[src/rtl/rx_stat_pkg.sv]
package rx_stat_pkg;

    localparam int LEN_W     = 14;
    localparam int IDX_W     = 5;
    localparam int NUM_BIN   = 7;
    localparam int NUM_CNT   = 17 + NUM_BIN;
    localparam int MIN_LEN   = 64;
    localparam int FCS_BYTES = 4;

    // counter indices
    localparam int IX_GOOD      = 0;
    localparam int IX_GOOD_B    = 1;
    localparam int IX_BC        = 2;
    localparam int IX_MC        = 3;
    localparam int IX_BC_B      = 4;
    localparam int IX_MC_B      = 5;
    localparam int IX_PAUSE     = 6;
    localparam int IX_CTRL      = 7;
    localparam int IX_FCS_ERR   = 8;
    localparam int IX_LEN_ERR   = 9;
    localparam int IX_ALIGN     = 10;
    localparam int IX_RUNT      = 11;
    localparam int IX_FRAG      = 12;
    localparam int IX_OVER      = 13;
    localparam int IX_DROP_FIFO = 14;
    localparam int IX_DROP_DESC = 15;
    localparam int IX_DROP_FILT = 16;
    localparam int IX_BIN0      = 17;

    // lower edge of each size bin; upper edge is the next lower edge minus one,
    // the last bin ends at the MTU
    localparam int BIN_LO [NUM_BIN] = '{64, 65, 128, 256, 512, 1024, 1519};

    typedef struct packed {
        logic             valid;
        logic [LEN_W-1:0] len;
        logic             fcs_ok;
        logic             bcast;
        logic             mcast;
        logic             pause;
        logic             ctrl;
        logic             len_mis;
        logic             align;
        logic             drop_fifo;
        logic             drop_desc;
        logic             drop_filt;
    } frame_sum_t;

endpackage

[src/rtl/rx_stat_classify.sv]
module rx_stat_classify
    import rx_stat_pkg::*;
(
    input  logic                              clk,
    input  logic                              rst_n,
    input  frame_sum_t                        fs,
    input  logic [LEN_W-1:0]                  mtu,
    output logic [NUM_CNT-1:0][LEN_W-1:0]     amt
);

    logic             drop;
    logic             live;
    logic             over;
    logic             short_f;
    logic             fcs_bad;
    logic             good;
    logic             bc_only;
    logic             mc_only;
    logic [LEN_W-1:0] payload;
    logic [NUM_BIN-1:0] in_bin;

    genvar b;
    generate
        for (b = 0; b < NUM_BIN; b++) begin : g_bin
            if (b == NUM_BIN - 1) begin : g_top
                assign in_bin[b] = (fs.len >= LEN_W'(BIN_LO[b])) && (fs.len <= mtu);
            end else begin : g_mid
                assign in_bin[b] = (fs.len >= LEN_W'(BIN_LO[b])) &&
                                   (fs.len <  LEN_W'(BIN_LO[b+1]));
            end
        end
    endgenerate

    always_comb begin
        drop    = fs.drop_fifo | fs.drop_desc | fs.drop_filt;
        live    = fs.valid && !drop;
        over    = live && (fs.len > mtu);
        short_f = live && !over && (fs.len < LEN_W'(MIN_LEN));
        fcs_bad = live && !over && !short_f && !fs.fcs_ok;
        good    = live && !over && !short_f && fs.fcs_ok && !fs.len_mis && !fs.align;
        bc_only = good && fs.bcast;
        mc_only = good && fs.mcast && !fs.bcast;
        payload = fs.len - LEN_W'(FCS_BYTES);

        amt = '0;
        amt[IX_DROP_FIFO] = LEN_W'(fs.valid && fs.drop_fifo);
        amt[IX_DROP_DESC] = LEN_W'(fs.valid && fs.drop_desc);
        amt[IX_DROP_FILT] = LEN_W'(fs.valid && fs.drop_filt);
        amt[IX_OVER]      = LEN_W'(over);
        amt[IX_RUNT]      = LEN_W'(short_f && fs.fcs_ok);
        amt[IX_FRAG]      = LEN_W'(short_f && !fs.fcs_ok);
        amt[IX_FCS_ERR]   = LEN_W'(fcs_bad);
        amt[IX_LEN_ERR]   = LEN_W'(live && fs.len_mis);
        amt[IX_ALIGN]     = LEN_W'(live && fs.align);
        amt[IX_GOOD]      = LEN_W'(good);
        amt[IX_GOOD_B]    = good ? payload : '0;
        amt[IX_BC]        = LEN_W'(bc_only);
        amt[IX_MC]        = LEN_W'(mc_only);
        amt[IX_BC_B]      = bc_only ? payload : '0;
        amt[IX_MC_B]      = mc_only ? payload : '0;
        amt[IX_PAUSE]     = LEN_W'(good && fs.pause);
        amt[IX_CTRL]      = LEN_W'(good && fs.ctrl && !fs.pause);
        for (int k = 0; k < NUM_BIN; k++) begin
            amt[IX_BIN0 + k] = LEN_W'(good && in_bin[k]);
        end
    end

    // a summary resolves to at most one outcome class
    p_one_outcome_r6: assert property (@(posedge clk) disable iff (!rst_n)
        $onehot0({good, over, short_f, fcs_bad, fs.valid && drop}));

    // a good frame lands in exactly one bin
    p_one_bin_r3: assert property (@(posedge clk) disable iff (!rst_n)
        good |-> $countones(amt[IX_BIN0 +: NUM_BIN]) == 1);

endmodule

[src/rtl/rx_stat_cell.sv]
module rx_stat_cell #(
    parameter int CNT_W = 32,
    parameter int AMT_W = 14
) (
    input  logic             clk,
    input  logic             rst_n,
    input  logic             clr,
    input  logic [AMT_W-1:0] amt,
    output logic [CNT_W-1:0] cnt
);

    localparam int SUM_W = ((CNT_W > AMT_W) ? CNT_W : AMT_W) + 1;
    localparam logic [CNT_W-1:0] MAXV = {CNT_W{1'b1}};

    typedef struct packed {
        logic [CNT_W-1:0] cnt;
    } cell_st_t;

    cell_st_t         st_d, st_q;
    logic [CNT_W-1:0] base;
    logic [SUM_W-1:0] sum;

    always_comb begin
        st_d = st_q;
        base = clr ? '0 : st_q.cnt;
        sum  = SUM_W'(base) + SUM_W'(amt);
        if (sum > SUM_W'(MAXV)) begin
            st_d.cnt = MAXV;
        end else begin
            st_d.cnt = sum[CNT_W-1:0];
        end
    end

    always_ff @(posedge clk or negedge rst_n) begin
        if (!rst_n) begin
            st_q <= '0;
        end else begin
            st_q <= st_d;
        end
    end

    assign cnt = st_q.cnt;

    // saturated value is held until a read clears it
    p_sat_hold_r12: assert property (@(posedge clk) disable iff (!rst_n)
        (cnt == MAXV && !clr) |=> cnt == MAXV);

    // without a clear the count never goes down
    p_no_wrap_r12: assert property (@(posedge clk) disable iff (!rst_n)
        !clr |=> cnt >= $past(cnt));

    // a clear with no event leaves zero
    p_clear_r10: assert property (@(posedge clk) disable iff (!rst_n)
        (clr && amt == '0) |=> cnt == '0);

endmodule

[src/rtl/rx_stat_rdport.sv]
module rx_stat_rdport
    import rx_stat_pkg::*;
#(
    parameter int CNT_W = 32
) (
    input  logic                          clk,
    input  logic                          rst_n,
    input  logic                          rd_stb,
    input  logic [IDX_W-1:0]              rd_idx,
    input  logic [NUM_CNT-1:0][CNT_W-1:0] cnt,
    output logic [NUM_CNT-1:0]            clr,
    output logic                          rd_valid,
    output logic [CNT_W-1:0]              rd_data
);

    typedef struct packed {
        logic             valid;
        logic [CNT_W-1:0] data;
    } rd_st_t;

    rd_st_t st_d, st_q;

    genvar k;
    generate
        for (k = 0; k < NUM_CNT; k++) begin : g_clr
            assign clr[k] = rd_stb && (rd_idx == IDX_W'(k));
        end
    endgenerate

    always_comb begin
        st_d       = st_q;
        st_d.valid = rd_stb;
        st_d.data  = '0;
        if (rd_stb && (int'(rd_idx) < NUM_CNT)) begin
            st_d.data = cnt[rd_idx];
        end
    end

    always_ff @(posedge clk or negedge rst_n) begin
        if (!rst_n) begin
            st_q <= '0;
        end else begin
            st_q <= st_d;
        end
    end

    assign rd_valid = st_q.valid;
    assign rd_data  = st_q.data;

    // one-cycle read latency
    p_rd_latency_r9: assert property (@(posedge clk) disable iff (!rst_n)
        rd_stb |=> rd_valid);

    // no spurious valid
    p_rd_quiet_r9: assert property (@(posedge clk) disable iff (!rst_n)
        !rd_stb |=> !rd_valid);

    // unmapped indices read as zero
    p_rd_unmapped_r9: assert property (@(posedge clk) disable iff (!rst_n)
        (rd_stb && int'(rd_idx) >= NUM_CNT) |=> rd_data == '0);

endmodule

[src/rtl/rx_stat_bank.sv]
module rx_stat_bank
    import rx_stat_pkg::*;
#(
    parameter int CNT_W = 32
) (
    input  logic               clk,
    input  logic               rst_n,
    input  logic               frm_valid,
    input  logic [LEN_W-1:0]   frm_len,
    input  logic               frm_fcs_ok,
    input  logic               frm_bcast,
    input  logic               frm_mcast,
    input  logic               frm_pause,
    input  logic               frm_ctrl,
    input  logic               frm_len_mis,
    input  logic               frm_align_err,
    input  logic               frm_drop_fifo,
    input  logic               frm_drop_desc,
    input  logic               frm_drop_filt,
    input  logic [LEN_W-1:0]   mtu,
    input  logic               rd_stb,
    input  logic [IDX_W-1:0]   rd_idx,
    output logic               rd_valid,
    output logic [CNT_W-1:0]   rd_data
);

    frame_sum_t                     fs;
    logic [NUM_CNT-1:0][LEN_W-1:0]  amt;
    logic [NUM_CNT-1:0][CNT_W-1:0]  cnt;
    logic [NUM_CNT-1:0]             clr;

    always_comb begin
        fs.valid     = frm_valid;
        fs.len       = frm_len;
        fs.fcs_ok    = frm_fcs_ok;
        fs.bcast     = frm_bcast;
        fs.mcast     = frm_mcast;
        fs.pause     = frm_pause;
        fs.ctrl      = frm_ctrl;
        fs.len_mis   = frm_len_mis;
        fs.align     = frm_align_err;
        fs.drop_fifo = frm_drop_fifo;
        fs.drop_desc = frm_drop_desc;
        fs.drop_filt = frm_drop_filt;
    end

    rx_stat_classify u_classify (
        .clk   (clk),
        .rst_n (rst_n),
        .fs    (fs),
        .mtu   (mtu),
        .amt   (amt)
    );

    genvar k;
    generate
        for (k = 0; k < NUM_CNT; k++) begin : g_cnt
            rx_stat_cell #(
                .CNT_W (CNT_W),
                .AMT_W (LEN_W)
            ) u_cell (
                .clk   (clk),
                .rst_n (rst_n),
                .clr   (clr[k]),
                .amt   (amt[k]),
                .cnt   (cnt[k])
            );
        end
    endgenerate

    rx_stat_rdport #(
        .CNT_W (CNT_W)
    ) u_rdport (
        .clk      (clk),
        .rst_n    (rst_n),
        .rd_stb   (rd_stb),
        .rd_idx   (rd_idx),
        .cnt      (cnt),
        .clr      (clr),
        .rd_valid (rd_valid),
        .rd_data  (rd_data)
    );

    // a dropped frame never moves the good-frame counter
    p_drop_not_good_r6: assert property (@(posedge clk) disable iff (!rst_n)
        (frm_valid && (frm_drop_fifo || frm_drop_desc || frm_drop_filt) && !clr[IX_GOOD])
        |=> $stable(cnt[IX_GOOD]));

endmodule

[config.mk]
export PLATFORM = sky130hd
export DESIGN_NAME = rx_stat_bank
export DESIGN_NICKNAME = d
export VERILOG_FILES = /design/src/rtl/rx_stat_pkg.sv /design/src/rtl/rx_stat_classify.sv /design/src/rtl/rx_stat_cell.sv /design/src/rtl/rx_stat_rdport.sv /design/src/rtl/rx_stat_bank.sv
export SDC_FILE = /design/constraint.sdc
export NUM_CORES = 2
export LEC_CHECK = 0
export BUFFER_PORTS_ARGS = -buffer_cell sky130_fd_sc_hd__clkbuf_2
export CORE_MARGIN = 2
export CORE_UTILIZATION = 30
export CTS_CLUSTER_SIZE = 16
export DETAILED_ROUTE_END_ITERATION = 7
export GPL_TIMING_DRIVEN = 0
export PLACE_DENSITY = 0.47
export SYNTH_ARGS = -nofsm -noshare
export SYNTH_HDL_FRONTEND = slang
export SYNTH_SLANG_ARGS = --single-unit
export TNS_END_PERCENT = 20
[constraint.sdc]
create_clock -name clk -period 3.11 [get_ports clk]
set_input_delay 0.311 -clock clk [delete_from_list [all_inputs] [get_ports clk]]
set_output_delay 0.311 -clock clk [all_outputs]
set_load 0.1 [all_outputs]
==> results.json <==
{
  "status": "finished, violations left",
  "violations": "negative setup slack",
  "crit_fanout": 10,
  "crit_type": "input port to flip-flop",
  "die-area_mm2": 0.165,
  "fin_crit_ns": 4.17,
  "hold_viol": 0,
  "rsz0062_at_grt": "true",
  "worst-path-buf-inv": 5,
  "drc": 0,
  "crit_start": "frm_len[5]",
  "layout_common_cells": "dfrtp_1, nand2_1, o21ai_0",
  "ant_nets": 0,
  "ios": 80,
  "crit_path_top_delay_cell": "or4_4",
  "power_density_mw_per_mm2": 419,
  "die_h_um": 406,
  "r2r-end": "g_cnt[9].u_cell.cnt[27]",
  "fin_area_mm2": 0.0600,
  "cts.sinks": 801,
  "synthArstFlopShare_pct": 100,
  "grt_max_degree": 103,
  "hold_end": "g_cnt[14].u_cell.cnt[0]",
  "skew_ns": 0.0339,
  "clockPowerShare_pct": 47.2,
  "min_path_type": "input port to flip-flop",
  "final_common_cell": "dfrtp_1",
  "tightest_slew_ns": 1.36,
  "postPlaceCellArea_mm2": 0.0522,
  "vias": 40200,
  "cpMostUsedCell": "or4_4",
  "syn_area_mm2": 0.0485,
  "cap_violations": 0,
  "core_area_mm2": 0.161,
  "switching_share_pct": 26.6,
  "first_pass_iters": 6,
  "routedWlPerCell_um": 23.7,
  "synth.distinct_cells": 93,
  "cts_made_buffers": 99,
  "synth_nets": 5094,
  "io_buffers": 79,
  "whs_path_depth": 4,
  "insertion_delay_ns": 0.73,
  "global_route.overflow_total": 0,
  "drive_gt1_share_pct": 22.2,
  "cts_tree": "done",
  "grt_pass1_wl_mm": 262,
  "fillers": 15900,
  "synthCells": 4944,
  "setup_viol": 758,
  "ys_warn_count": 0,
  "cts_root_buffer": "clkbuf_16",
  "arrival_ns": 4.81,
  "r2r_setup_slack_ns": -0.04,
  "fin_nets": 5479,
  "peakVddDrop_v": 0.000415,
  "leakage_nw": 25.9,
  "end_kind": "flip-flop",
  "yosys_most_used_dff": "dfrtp_1",
  "seq_area_mm2": 0.0200,
  "crit_chain": "clkbuf_4, ha_4, nand3_2, or4_4, o21ai_2, a31o_4, nor3b_4, buf_12, nand2_8, clkbuf_16, buf_12, nor4b_4, ha_2, ha_4, nand4_1, or4_4, or4_4, buf_8, o21ai_1",
  "crit_required_ns": 3.75,
  "place_hpwl_mm": 135,
  "maxSlewHeadroom_pct": 8.36,
  "sequentialPowerShare_pct": 44.2,
  "diodes": 0,
  "final_max_slew_viol_count": 0,
  "viasPerCell": 5.30,
  "startpoint_type": "input port",
  "antenna_found_initial": 15,
  "htree_num_levels": 3,
  "reg2reg_from": "g_cnt[9].u_cell.cnt[0]",
  "finalWorstSetupSlack_ns": -1.06,
  "grt_pass1_vias": 38600,
  "power.total_mw": 25.1,
  "max_stage_delay_ns": 0.60,
  "num_rows": 147,
  "crit_family": "simple AND/OR/NAND/NOR gates",
  "tns_ns": -437.29,
  "grt_usage_pct": 21.4,
  "clk_path_buf_depth": 3,
  "gp_congestion": 0.948,
  "die_x_um": 406,
  "r2r_cells": 9,
  "synth_edf_count": 0,
  "comb_power_share_pct": 8.6,
  "synth-seq-cells": 801,
  "start_util_pct": 30.2,
  "drt-initial-drc-count": 3749,
  "syn2layout_area_growth_pct": 23.8,
  "p_switching_mw": 6.69,
  "fmax_mhz": 240,
  "min_from": "frm_drop_fifo",
  "avgSynthCellArea_um2": 9.81,
  "multiInputGateArea_mm2": 0.0293,
  "post-route-period-util_pct": 134,
  "seq_area_frac_synth_pct": 41.3,
  "p_int_mw": 18.5,
  "clk_pin_slew_worst_paths_ns": 0.06,
  "routed_wl_mm": 180
}
==> cell families after synthesis <==
logic type,Yosys count,synth area share (%)
XOR/XNOR,646,11.7
buffers and inverters,356,3.08
adder cells (fa/ha/maj),103,2.70
AO/OA/AOI/OAI,735,8.45
flip-flops,801,41.3
AND/OR/NAND/NOR,2030,21.3
multiplexers,273,11.4
==> worst reg2reg max path: cells and delay by family, from the launching register on <==
kind	cells	cell delay, ns
AND/OR/NAND/NOR	5	1.73
adder cells (fa/ha/maj)	2	0.43
buffers and inverters	1	0.38
flip-flops	1	0.34
AO/OA/AOI/OAI	1	0.21
==> flip-flops by register name (all words and copies together) (netlist names) <==
signal             flops
g_cnt.u_cell.cnt     768
u_rdport.rd_data      32
u_rdport.rd_valid      1
==> worst max-delay path by stage <==
stage	slack [ns]	endpoint	cells after the start
3_5_place_dp	-3.41	g_cnt[19].u_cell.cnt[29]	19
6_report	-1.06	g_cnt[20].u_cell.cnt[9]	19
2_1_floorplan	-0.93	g_cnt[5].u_cell.cnt[31]	20
5_1_grt	-1.08	g_cnt[20].u_cell.cnt[24]	20
4_1_cts	-0.93	g_cnt[4].u_cell.cnt[27]	22
3_3_place_gp	-19.48	g_cnt[14].u_cell.cnt[23]	1
==> power groups by stage <==
stage | registers [mW] | logic, mW | clock network [mW]
3_3_place_gp | 11.3 | 1.92 | 0
5_1_grt | 11.1 | 2.34 | 12.6
2_1_floorplan | 11.1 | 1.13 | 0
6_report | 11.1 | 2.15 | 11.9
4_1_cts | 11.1 | 2.05 | 12.1
3_5_place_dp | 11.3 | 1.99 | 0
==> through the flow <==
step	util [%]	hold slack [ns]	setup slack [ns]	instances
floorplan	-	0.0154	-0.934	4944
global placement	32.3	0.494	-19.48	7183
finish	37.4	0.0749	-1.06	7573
CTS	36.0	0.0344	-0.930	7477
global route	37.4	0.0934	-1.08	7573
detailed placement	32.5	0.277	-3.41	7194
==> metal layers <==
layer	vias to the layer above	global-route usage, %	wire length, um
met5	-	0	30
met4	6	8.84	8200
met3	315	3.73	12500
met2	1327	32.0	78300
met1	20100	30.4	80700
li1	18400	-	-
==> cell type report <==
type / count / area share (%)
multi-input combinational: 3787 / 48.9
sequential: 801 / 33.4
clock buffer: 149 / 4.93
tap: 2160 / 4.50
timing repair buffer: 285 / 4.48
buffer: 234 / 2.43
inverter: 121 / 0.821
clock inverter: 36 / 0.554
==> timing repair <==
item,in CTS,in global routing
hold endpoints to repair,223,0
gates cloned,11,11
setup buffers,86,88
pin swaps,67,120
resized for setup,366,388
hold buffers,2,0
setup endpoints to repair,780,800
==> synthesized netlist by cell type, drive strengths merged (7+ instances only) <==
| library cell | n | area share [%] |
|---|---|---|
| a21o | 18 | 0.28 |
| and4 | 46 | 0.83 |
| ha | 100 | 2.6 |
| inv | 121 | 0.94 |
| nor2b | 16 | 0.21 |
| dfrtp | 801 | 41 |
| or2 | 7 | 0.090 |
| nand2b | 66 | 0.85 |
| and3 | 146 | 1.9 |
| nor4 | 31 | 0.53 |
| nor2 | 314 | 2.5 |
| nor3 | 89 | 1.0 |
| o22ai | 32 | 0.41 |
| a21oi | 70 | 0.77 |
| or4 | 15 | 0.26 |
| xnor2 | 289 | 5.2 |
| mux4 | 224 | 10 |
| o211ai | 11 | 0.18 |
| clkbuf | 149 | 1.2 |
| buf | 85 | 0.97 |
| a211oi | 24 | 0.37 |
| a31oi | 26 | 0.34 |
| nand4 | 146 | 1.9 |
| xor2 | 357 | 6.4 |
| o21ai | 507 | 5.2 |
| mux2i | 47 | 0.97 |
| nand3 | 301 | 3.1 |
| or3 | 10 | 0.13 |
| and2 | 149 | 1.9 |
| nor3b | 20 | 0.33 |
| nor4b | 14 | 0.34 |
| nand2 | 636 | 4.9 |
No activity file was read; power rests on OpenSTA's default activity.
